<file path="src/rtl/pio_tmr_pkg.sv">
package pio_tmr_pkg;
  localparam int SETUP_W = 4;
  localparam int ACT_W   = 6;
  localparam int REC_W   = 6;
  localparam int CNT_W   = (ACT_W > REC_W) ? ((ACT_W > SETUP_W) ? ACT_W : SETUP_W)
                                           : ((REC_W > SETUP_W) ? REC_W : SETUP_W);
  localparam int B_IE   = 14;
  localparam int B_WE   = 13;
  localparam int B_FLAG = 12;
  localparam int B_MON  = 9;
  localparam int B_HIZ  = 3;
  localparam int B_CRST = 2;
  localparam logic [SETUP_W-1:0] RST_SETUP = 4'd6;
  localparam logic [ACT_W-1:0]   RST_ACT   = 6'd20;
  localparam logic [REC_W-1:0]   RST_REC   = 6'd21;

  typedef enum logic [1:0] {PH_IDLE, PH_SETUP, PH_ACTIVE, PH_RECOV} phase_t;

  typedef struct packed {
    logic [SETUP_W-1:0] setup;
    logic [ACT_W-1:0]   act;
    logic [REC_W-1:0]   rec;
    logic               ie;
    logic               we;
    logic               mon;
    logic               hiz;
    logic               crst;
  } cfg_t;
endpackage

</file>
<file path="src/rtl/pio_rst_sync.sv">
module pio_rst_sync #(
  parameter int STAGES = 2
) (
  input  logic clk,
  input  logic rst_n_i,
  output logic rst_n_o
);
  logic [STAGES-1:0] sh_q;

  always_ff @(posedge clk or negedge rst_n_i) begin
    if (!rst_n_i) sh_q <= '0;
    else          sh_q <= {sh_q[STAGES-2:0], 1'b1};
  end

  assign rst_n_o = sh_q[STAGES-1];
endmodule

</file>
<file path="src/rtl/pio_ctrl_reg.sv">
module pio_ctrl_reg
  import pio_tmr_pkg::*;
(
  input  logic        clk,
  input  logic        rst_n,
  input  logic        wr_en,
  input  logic [31:0] wr_data,
  input  logic        wd_set,
  output cfg_t        cfg,
  output logic        flag,
  output logic [31:0] rdata
);
  cfg_t cfg_q, cfg_n;
  logic flag_q, flag_n;

  always_comb begin
    cfg_n  = cfg_q;
    flag_n = flag_q;
    if (wr_en) begin
      cfg_n.setup = wr_data[31:28];
      cfg_n.act   = wr_data[27:22];
      cfg_n.rec   = wr_data[21:16];
      cfg_n.ie    = wr_data[B_IE];
      cfg_n.we    = wr_data[B_WE];
      cfg_n.mon   = wr_data[B_MON];
      cfg_n.hiz   = wr_data[B_HIZ];
      cfg_n.crst  = wr_data[B_CRST];
      if (wr_data[B_FLAG]) flag_n = 1'b0;
    end
    if (wd_set) flag_n = 1'b1;
  end

  always_ff @(posedge clk or negedge rst_n) begin
    if (!rst_n) begin
      cfg_q  <= '{setup: RST_SETUP, act: RST_ACT, rec: RST_REC,
                  ie: 1'b0, we: 1'b0, mon: 1'b0, hiz: 1'b0, crst: 1'b0};
      flag_q <= 1'b0;
    end else begin
      cfg_q  <= cfg_n;
      flag_q <= flag_n;
    end
  end

  assign cfg  = cfg_q;
  assign flag = flag_q;
  assign rdata = {cfg_q.setup, cfg_q.act, cfg_q.rec,
                  1'b0, cfg_q.ie, cfg_q.we, flag_q, 2'b00,
                  cfg_q.mon, 1'b1, 4'b0000,
                  cfg_q.hiz, cfg_q.crst, 2'b00};
endmodule

</file>
<file path="src/rtl/pio_phase_seq.sv">
module pio_phase_seq
  import pio_tmr_pkg::*;
(
  input  logic   clk,
  input  logic   rst_n,
  input  logic   start,
  input  logic   is_write,
  input  cfg_t   cfg,
  input  logic   flag,
  input  logic   ready,
  output logic   rd_stb,
  output logic   wr_stb,
  output logic   done,
  output logic   busy,
  output logic   mon_wait
);
  phase_t             st_q, st_n;
  logic [CNT_W-1:0]   cnt_q, cnt_n;
  logic [SETUP_W-1:0] s_q;
  logic [ACT_W-1:0]   a_q;
  logic [REC_W-1:0]   r_q;
  logic               mon_q, dir_q, done_q, done_n, load;

  assign mon_wait = (st_q == PH_ACTIVE) && mon_q && !flag && !ready;

  always_comb begin
    st_n   = st_q;
    cnt_n  = cnt_q;
    done_n = 1'b0;
    load   = 1'b0;
    unique case (st_q)
      PH_IDLE: if (start) begin
        st_n  = PH_SETUP;
        cnt_n = '0;
        load  = 1'b1;
      end
      PH_SETUP: if (cnt_q == CNT_W'(s_q)) begin
        st_n  = PH_ACTIVE;
        cnt_n = '0;
      end else cnt_n = cnt_q + 1'b1;
      PH_ACTIVE: if (cnt_q >= CNT_W'(a_q) && !mon_wait) begin
        st_n  = PH_RECOV;
        cnt_n = '0;
      end else if (cnt_q < CNT_W'(a_q)) cnt_n = cnt_q + 1'b1;
      PH_RECOV: if (cnt_q == CNT_W'(r_q)) begin
        st_n   = PH_IDLE;
        done_n = 1'b1;
      end else cnt_n = cnt_q + 1'b1;
      default: st_n = PH_IDLE;
    endcase
  end

  always_ff @(posedge clk or negedge rst_n) begin
    if (!rst_n) begin
      st_q   <= PH_IDLE;
      cnt_q  <= '0;
      done_q <= 1'b0;
    end else begin
      st_q   <= st_n;
      cnt_q  <= cnt_n;
      done_q <= done_n;
    end
  end

  always_ff @(posedge clk or negedge rst_n) begin
    if (!rst_n) begin
      s_q   <= '0;
      a_q   <= '0;
      r_q   <= '0;
      mon_q <= 1'b0;
      dir_q <= 1'b0;
    end else if (load) begin
      s_q   <= cfg.setup;
      a_q   <= cfg.act;
      r_q   <= cfg.rec;
      mon_q <= cfg.mon;
      dir_q <= is_write;
    end
  end

  assign rd_stb = (st_q == PH_ACTIVE) && !dir_q;
  assign wr_stb = (st_q == PH_ACTIVE) &&  dir_q;
  assign done   = done_q;
  assign busy   = (st_q != PH_IDLE);
endmodule

</file>
<file path="src/rtl/pio_ready_wdog.sv">
module pio_ready_wdog #(
  parameter int LIMIT = 256
) (
  input  logic clk,
  input  logic rst_n,
  input  logic en,
  input  logic waiting,
  output logic expire
);
  localparam int CW = (LIMIT > 1) ? $clog2(LIMIT) : 1;
  logic [CW-1:0] cnt_q, cnt_n;
  logic          run;

  assign run    = en && waiting;
  assign expire = run && (cnt_q == CW'(LIMIT - 1));

  always_comb begin
    if (!run || expire) cnt_n = '0;
    else                cnt_n = cnt_q + 1'b1;
  end

  always_ff @(posedge clk or negedge rst_n) begin
    if (!rst_n) cnt_q <= '0;
    else        cnt_q <= cnt_n;
  end
endmodule

</file>
<file path="src/rtl/pio_strobe_timer.sv">
module pio_strobe_timer
  import pio_tmr_pkg::*;
#(
  parameter int WD_LIMIT = 256
) (
  input  logic        clk,
  input  logic        rst_n,
  input  logic        reg_wr,
  input  logic [31:0] reg_wdata,
  output logic [31:0] reg_rdata,
  input  logic        start,
  input  logic        is_write,
  input  logic        ready,
  output logic        rd_stb,
  output logic        wr_stb,
  output logic        done,
  output logic        irq,
  output logic        chan_rst,
  output logic        bus_hiz
);
  logic rst_s_n, flag, wd_set, busy, mon_wait;
  cfg_t cfg;

  pio_rst_sync #(.STAGES(2)) u_rs (
    .clk(clk), .rst_n_i(rst_n), .rst_n_o(rst_s_n));

  pio_ctrl_reg u_reg (
    .clk(clk), .rst_n(rst_s_n), .wr_en(reg_wr), .wr_data(reg_wdata),
    .wd_set(wd_set), .cfg(cfg), .flag(flag), .rdata(reg_rdata));

  pio_phase_seq u_seq (
    .clk(clk), .rst_n(rst_s_n), .start(start), .is_write(is_write),
    .cfg(cfg), .flag(flag), .ready(ready), .rd_stb(rd_stb),
    .wr_stb(wr_stb), .done(done), .busy(busy), .mon_wait(mon_wait));

  pio_ready_wdog #(.LIMIT(WD_LIMIT)) u_wd (
    .clk(clk), .rst_n(rst_s_n), .en(cfg.we), .waiting(mon_wait),
    .expire(wd_set));

  assign irq      = flag && cfg.ie;
  assign chan_rst = cfg.crst;
  assign bus_hiz  = cfg.hiz;
endmodule

</file>
<file path="config.mk">
export PLATFORM = sky130hd
export DESIGN_NAME = pio_strobe_timer
export DESIGN_NICKNAME = d
export VERILOG_FILES = /design/src/rtl/pio_tmr_pkg.sv /design/src/rtl/pio_rst_sync.sv /design/src/rtl/pio_ctrl_reg.sv /design/src/rtl/pio_phase_seq.sv /design/src/rtl/pio_ready_wdog.sv /design/src/rtl/pio_strobe_timer.sv
export SDC_FILE = /design/constraint.sdc
export NUM_CORES = 1
export LEC_CHECK = 0
export ABC_AREA = 0
export ABC_CLOCK_PERIOD_IN_PS = 2100
export BUFFER_PORTS_ARGS = -buffer_cell sky130_fd_sc_hd__buf_4
export CORE_MARGIN = 5
export CORE_UTILIZATION = 50
export DETAILED_ROUTE_END_ITERATION = 8
export PLACE_DENSITY = 0.74
export SLEW_MARGIN = 30
export SYNTH_ARGS = -nofsm -noshare
export SYNTH_HDL_FRONTEND = slang
export SYNTH_SLANG_ARGS = --single-unit
</file>
<file path="constraint.sdc">
create_clock -name clk -period 2.1 [get_ports clk]
set_clock_uncertainty 0.2 [all_clocks]
set_input_delay 0.315 -clock clk [delete_from_list [all_inputs] [get_ports clk]]
set_output_delay 0.315 -clock clk [all_outputs]
set_load 0.02 [all_outputs]
</file>
Word-level counts from Yosys, hierarchy flattened
Index checks and enable logic that the tools add are counted.
- register bits after elaboration: 59
- bits of input ports: 38
- output and inout port bits: 38
- logic and storage cells: 75
- add/sub/neg operators: 2
- order comparisons: 2
- eq/ne operators: 12
- muxes and demuxes: 19
- reduce and logical (&&, ||, !) cells: 21
- operators by type and width (cell ; number):
    2-to-1 mux 6 bit ; 5
    case mux 6 bit (4 select lines) ; 1
    logical AND 1 bit ; 9
    adder 8 x 1 -> 8 bit, second input constant ; 1
    == test 8 bit, second input constant ; 1
    2-to-1 mux 2 bit ; 4
    2-to-1 mux 8 bit ; 1
    case mux 2 bit (4 select lines) ; 1
    2-to-1 mux 1 bit ; 7
    adder 6 x 1 -> 6 bit, second input constant ; 1
    == test 6 x 4 -> 1 bit ; 1
    == test 6 bit ; 1
    greater-or-equal comparator 6 bit ; 1
    less-than comparator 6 bit ; 1
    != test 2 bit, second input constant ; 3
    logical NOT 1 bit ; 5
    == test 2 bit, second input constant ; 2
    != test 2 x 1 -> 1 bit, second input constant ; 2
    AND reduction 4 bit ; 1
    nonzero test 2 bit ; 2
    != test 3 bit, second input constant ; 1
    AND reduction 3 bit ; 1
    == test 2 x 1 -> 1 bit, second input constant ; 1
    logical NOT 2 bit ; 1
    other kinds (2) ; 2

Logic depth before layout (Yosys ltp)
- depth after elaboration: 8
- gate-level depth with buffers: 8
- mapped depth without buffers: 8

Modules after synthesis
A second synthesis with hierarchy kept.
- cell total of the unflattened synthesis: 258
- area total of the unflattened synthesis: 3088.0 um2
- modules (own cells, without submodules) (module ; times used ; cells an instance ; area each (um2) ; sequential area each (um2)):
    pio_phase_seq ; 1 ; 134 ; 1570.3 ; 675.6
    pio_ctrl_reg ; 1 ; 81 ; 1077.3 ; 559.3
    pio_ready_wdog ; 1 ; 39 ; 380.4 ; 200.2
    pio_rst_sync ; 1 ; 3 ; 53.8 ; 50.0
    pio_strobe_timer ; 1 ; 1 ; 6.3 ; 0.0

Worst setup path after synthesis
OpenSTA, ideal clock, no wires.
- path type: register -> register
- start: register u_seq.cnt_q[5]
- end: register u_seq.cnt_q[5]
- setup time: 0.095 ns
- data arrival time: 1.805 ns
- data required time: 1.805 ns
- slack: -0.001 ns
- stages on the path, launching flop included: 8
- path buffers: 0
- clock period less this slack: 2.101 ns
- path through: dfrtp_1 > ha_1 > a21oi_1 > o21ai_0 > o21ai_1 > nand3_2 > or2_1 > o31ai_1
- longest elaborated chain between the ends: 4
- elaborated cells between the ends (all ways): 14
- those cells by class: add/sub (1); order compare (2); eq/ne (4); mux (5); reduce/logical (2)
- RTL lines (what ; line ; RTL):
    start: declaration ; pio_phase_seq.sv:18 ; logic [CNT_W-1:0] cnt_q, cnt_n;
    start signal: assignment ; pio_phase_seq.sv:60 ; cnt_q <= cnt_n;
    adder 6 x 1 -> 6 bit or greater-or-equal comparator 6 bit (tied branches) ; -- ;
    2-to-1 mux 6 bit or logical AND 1 bit (tied branches) ; pio_phase_seq.sv:44, pio_phase_seq.sv:41 ;
    2-to-1 mux 6 bit or != test 3 bit (tied branches) ; -- ;
    case mux 6 bit (4 select lines) or AND reduction 3 bit (tied branches) ; -- ;
Parallel ways exist; a longest one is shown, timed or not. The select of a mux whose other input is x is not followed.
A chain may end at the register's enable or synchronous reset.

Worst setup path after layout
- start: register u_seq.cnt_q[3]
- end: register u_seq.st_q[1]
- longest elaborated chain between the ends: 4
- elaborated cells between the ends (all ways): 8
- those cells by class: order compare (1); eq/ne (5); reduce/logical (2)
- RTL lines (what ; line ; RTL):
    greater-or-equal comparator 6 bit ; pio_phase_seq.sv:41 ; PH_ACTIVE: if (cnt_q >= CNT_W'(a_q) && !mon_wait) begin
    logical AND 1 bit ; pio_phase_seq.sv:41 ;
    != test 2 bit (no line) ; -- ;
    AND reduction 4 bit (no line) (*) ; -- ;
    end signal: assignment ; pio_phase_seq.sv:59 ; st_q <= st_n;
    end: declaration ; pio_phase_seq.sv:17 ; phase_t st_q, st_n;
Every way passes the cells marked *; elsewhere a longest branch is shown, timed or not.

==> results.py <==
metrics = {
    "cells_and_area": {
        "stdcell_count": 391,
        "layout-drive-gt1-share_pct": 50.5,
        "final_nets": 365,
        "postLayoutCoreUtil_pct": 68.0,
        "syn2layout_area_growth_pct": 31.7,
        "n_antenna_cell": 0,
        "num-fill-cells": 434,
    },
    "clock_network": {
        "clock_sinks": 59,
        "htreeDepth": 3,
        "clk_latency_ns": 0.33,
        "cts_made_buffers": 9,
        "cts_tree": "done",
        "cts_root_buffer": "clkbuf_8",
        "clkSlewWorstSetupHoldPaths_ns": 0.07,
        "clockBufferDepth": 2,
    },
    "sta": {
        "hold_viol": 0,
        "setup_viol": 4,
        "setup_ws_ns": -0.0765,
        "final.period_utilization_pct": 104,
        "fmax_mhz": 459,
        "drv_slew": 0,
        "hold_slack_ns": 0.0141,
        "tns_ns": -0.139,
        "rsz0062_at_grt": "true",
        "tightest_slew_ns": 0.570,
        "layout_min_cycle_time_ns": 2.18,
        "relSlewSlack_pct": 62.0,
    },
    "logic_synthesis": {
        "synth-edff-count": 0,
        "synthFlopType": "dfrtp_1",
        "yosysMostFrequentCell": "dfrtp_1",
        "synth_cells": 235,
        "synthTopCellsByArea": "dfrtp_1 (45%), mux2_2 (15%), dfstp_2 (6.4%)",
        "synth_top_area_cell": "dfrtp_1",
        "syn_area_sq_mm": 0.00286,
        "ys_seq_area_share_pct": 51.9,
        "syn_avg_cell_area_sq_um": 12.2,
        "synth_commonest_cells": "dfrtp_1 (52), mux2_2 (39), buf_4 (14), ha_1 (13), nand2_1 (13)",
        "ys_warn_count": 0,
        "synth-seq-cells": 59,
        "async_flop_share_pct": 100,
        "yosysUniqueCellTypes": 39,
        "synth_top_area_share_pct": 45.5,
    },
    "setup_path": {
        "timing.rr.end": "u_seq.st_q[1]",
        "required_ns": 2.11,
        "worstPathArrival_ns": 2.19,
        "crit_path_cell_trace": "ha_4 > a21oi_2 > o211a_1 > o21a_1 > nor3_1 > and3_4 > mux2_4",
        "crit_type": "reg2reg",
        "cp_slowest_cell": "dfrtp_2",
        "ff2ff_path_depth": 7,
        "crit_path_end_kind": "flip-flop",
        "worstPathMaxFanout": 3,
        "r2r_setup_slack_ns": -0.08,
        "startpoint_type": "flip-flop",
        "r2r-start": "u_seq.cnt_q[3]",
        "slowest_delay_ns": 0.45,
    },
    "routing": {
        "first_iter_violations": 83,
        "routed_wl_um": 5940,
        "wl_per_cell_um": 15.2,
        "drc": 0,
        "ant_nets": 0,
        "vias": 1925,
        "vias_per_cell": 4.92,
        "dr.pass1.iters": 4,
    },
    "power_and_ir_drop": {
        "pwr_density_cell_mw_per_mm2": 1160,
        "power.leakage_uw": 0.00178,
        "irDropWorstVdd_mv": 0.651,
    },
    "die": {
        "io_pins": 76,
        "die_w_um": 85.6,
        "die_h_um": 85.6,
        "dieArea_sq_mm": 0.00733,
        "start_util_pct": 51.6,
        "core_area_sq_mm": 0.00554,
        "rows": 27,
    },
    "global_route": {
        "grt_overflow": 0,
        "grt_usage_pct": 17.7,
        "grt_pass1_wl_um": 10100,
        "antenna_found_initial": 0,
        "grt_pass1_vias": 2119,
        "grt_start_max_net_pins": 26,
    },
    "status": {
        "status": "finished, violations left",
        "violations": "negative setup slack",
    },
    "hold_path": {
        "hp-class": "in2reg",
        "hold_depth": 2,
        "worstHoldEndpoint": "u_reg.cfg[3]",
        "hold_path.startpoint": "reg_wdata[13]",
    },
    "placed_design": {
        "gp_congestion": 0.747,
        "place_inst": 370,
        "pre_cts_ws_ns": -0.0909,
        "place_hpwl_um": 4230,
        "io_buffer_count": 55,
    },
    "run": {
        "maxCapViolCount": 0,
    },
}
-- cell type report --
class	count	area, sq um	share of cell area, %
clock buffers	14	163	4.32
clock inverters	2	35.0	0.930
inverters	12	45.0	1.20
multi-input cells	155	1350	35.8
flip-flops and latches	59	1490	39.5
well taps	72	90.1	2.39
repair buffers	77	596	15.8
-- worst max path at each step --
stage,depth (start not counted),from,slack [ns],to
2_1_floorplan,7,u_seq.cnt_q[5],0.01,u_seq.cnt_q[5]
3_3_place_gp,6,u_seq.cnt_q[2],-0.04,u_seq.cnt_q[5]
3_5_place_dp,8,u_seq.a_q[5],-0.09,u_seq.cnt_q[5]
4_1_cts,9,u_seq.cnt_q[0],-0.06,u_seq.cnt_q[5]
5_1_grt,6,u_seq.cnt_q[3],-0.11,u_seq.st_q[1]
6_report,7,u_seq.cnt_q[3],-0.08,u_seq.st_q[1]
-- worst max-delay path, delay by kind of cell (launching register included) --
| family | cells | cell delay [ns] |
|---|---|---|
| AO/OA/AOI/OAI | 3 | 0.41 |
| adder cells (fa/ha/maj) | 1 | 0.29 |
| flip-flops | 1 | 0.45 |
| multiplexers | 1 | 0.29 |
| AND/OR/NAND/NOR | 2 | 0.42 |
-- layer usage --
layer,up-vias,share of wire (%),global-route usage [%]
met5,-,0,0
met3,9,6.0,4.42
met2,65,49,28.7
met1,914,43,22.1
met4,0,1.7,8.35
li1,937,-,-
-- state kept, by name, summed over array words and instances, names as in the netlist --
signal and cells:
u_reg.cfg 21, u_wd.cnt_q 8, u_seq.a_q 6, u_seq.cnt_q 6, u_seq.r_q 6, u_seq.s_q 4, u_rs.sh_q 2, u_seq.st_q 2
u_reg.flag 1, u_seq.dir_q 1, u_seq.done 1, u_seq.mon_q 1
-- cells in the final DEF (no fill, tap or decap), types with 2 or more instances in the layout --
cell type and n:
a21oi_2 3, and2_1 2, and3_1 3, buf_4 74
clkbuf_1 3, clkbuf_8 11, conb_1 11, dfrtp_1 49
dfrtp_2 3, dfstp_2 7, dlygate4sd3_1 2, ha_1 9
ha_4 3, inv_1 11, mux2_2 39, nand2_1 12
nand2b_1 5, nand3_1 7, nand4_1 2, nor2_1 11
o21a_1 2, o21ai_0 3, o21bai_1 2, o2bb2ai_1 2
or2_2 3, xnor2_1 3, xnor2_2 2, xor2_1 11
-- where the power goes --
| group | switching, uW | internal (uW) |
|---|---|---|
| Combinational | 791 | 939 |
| Clock | 427 | 613 |
| Sequential | 194 | 1420 |
-- metrics by stage --
step	total power [uW]	instance area, sq um
detailed placement	3110	3420
finish	4380	3770
global route	4670	3770
global placement	3040	3420
floorplan	2610	2890
CTS	4290	3680
-- cells by family (layout without fill, tap and decap cells) --
| logic type | Yosys count | in the layout | synth area share [%] |
|---|---|---|---|
| muxes | 41 | 41 | 16.1 |
| and+or+nand+nor | 53 | 53 | 9.49 |
| xor gates and xnor gates | 16 | 16 | 4.90 |
| DFF | 59 | 59 | 51.9 |
| buffers and inverters | 30 | 105 | 5.77 |
| AOI/OAI and AO/OA | 21 | 21 | 5.86 |
| adders and majority gates | 13 | 13 | 5.69 |
| other | 2 | 11 | 0.263 |
-- what timing repair did --
action	4_1_cts	5_1_grt
pin swaps	1	7
hold endpoints to repair	2	1
resized for setup	8	13
endpoints found under the setup margin	7	15
hold buffers	1	1
setup buffers	1	2
Power figures use the tool's default switching activity.
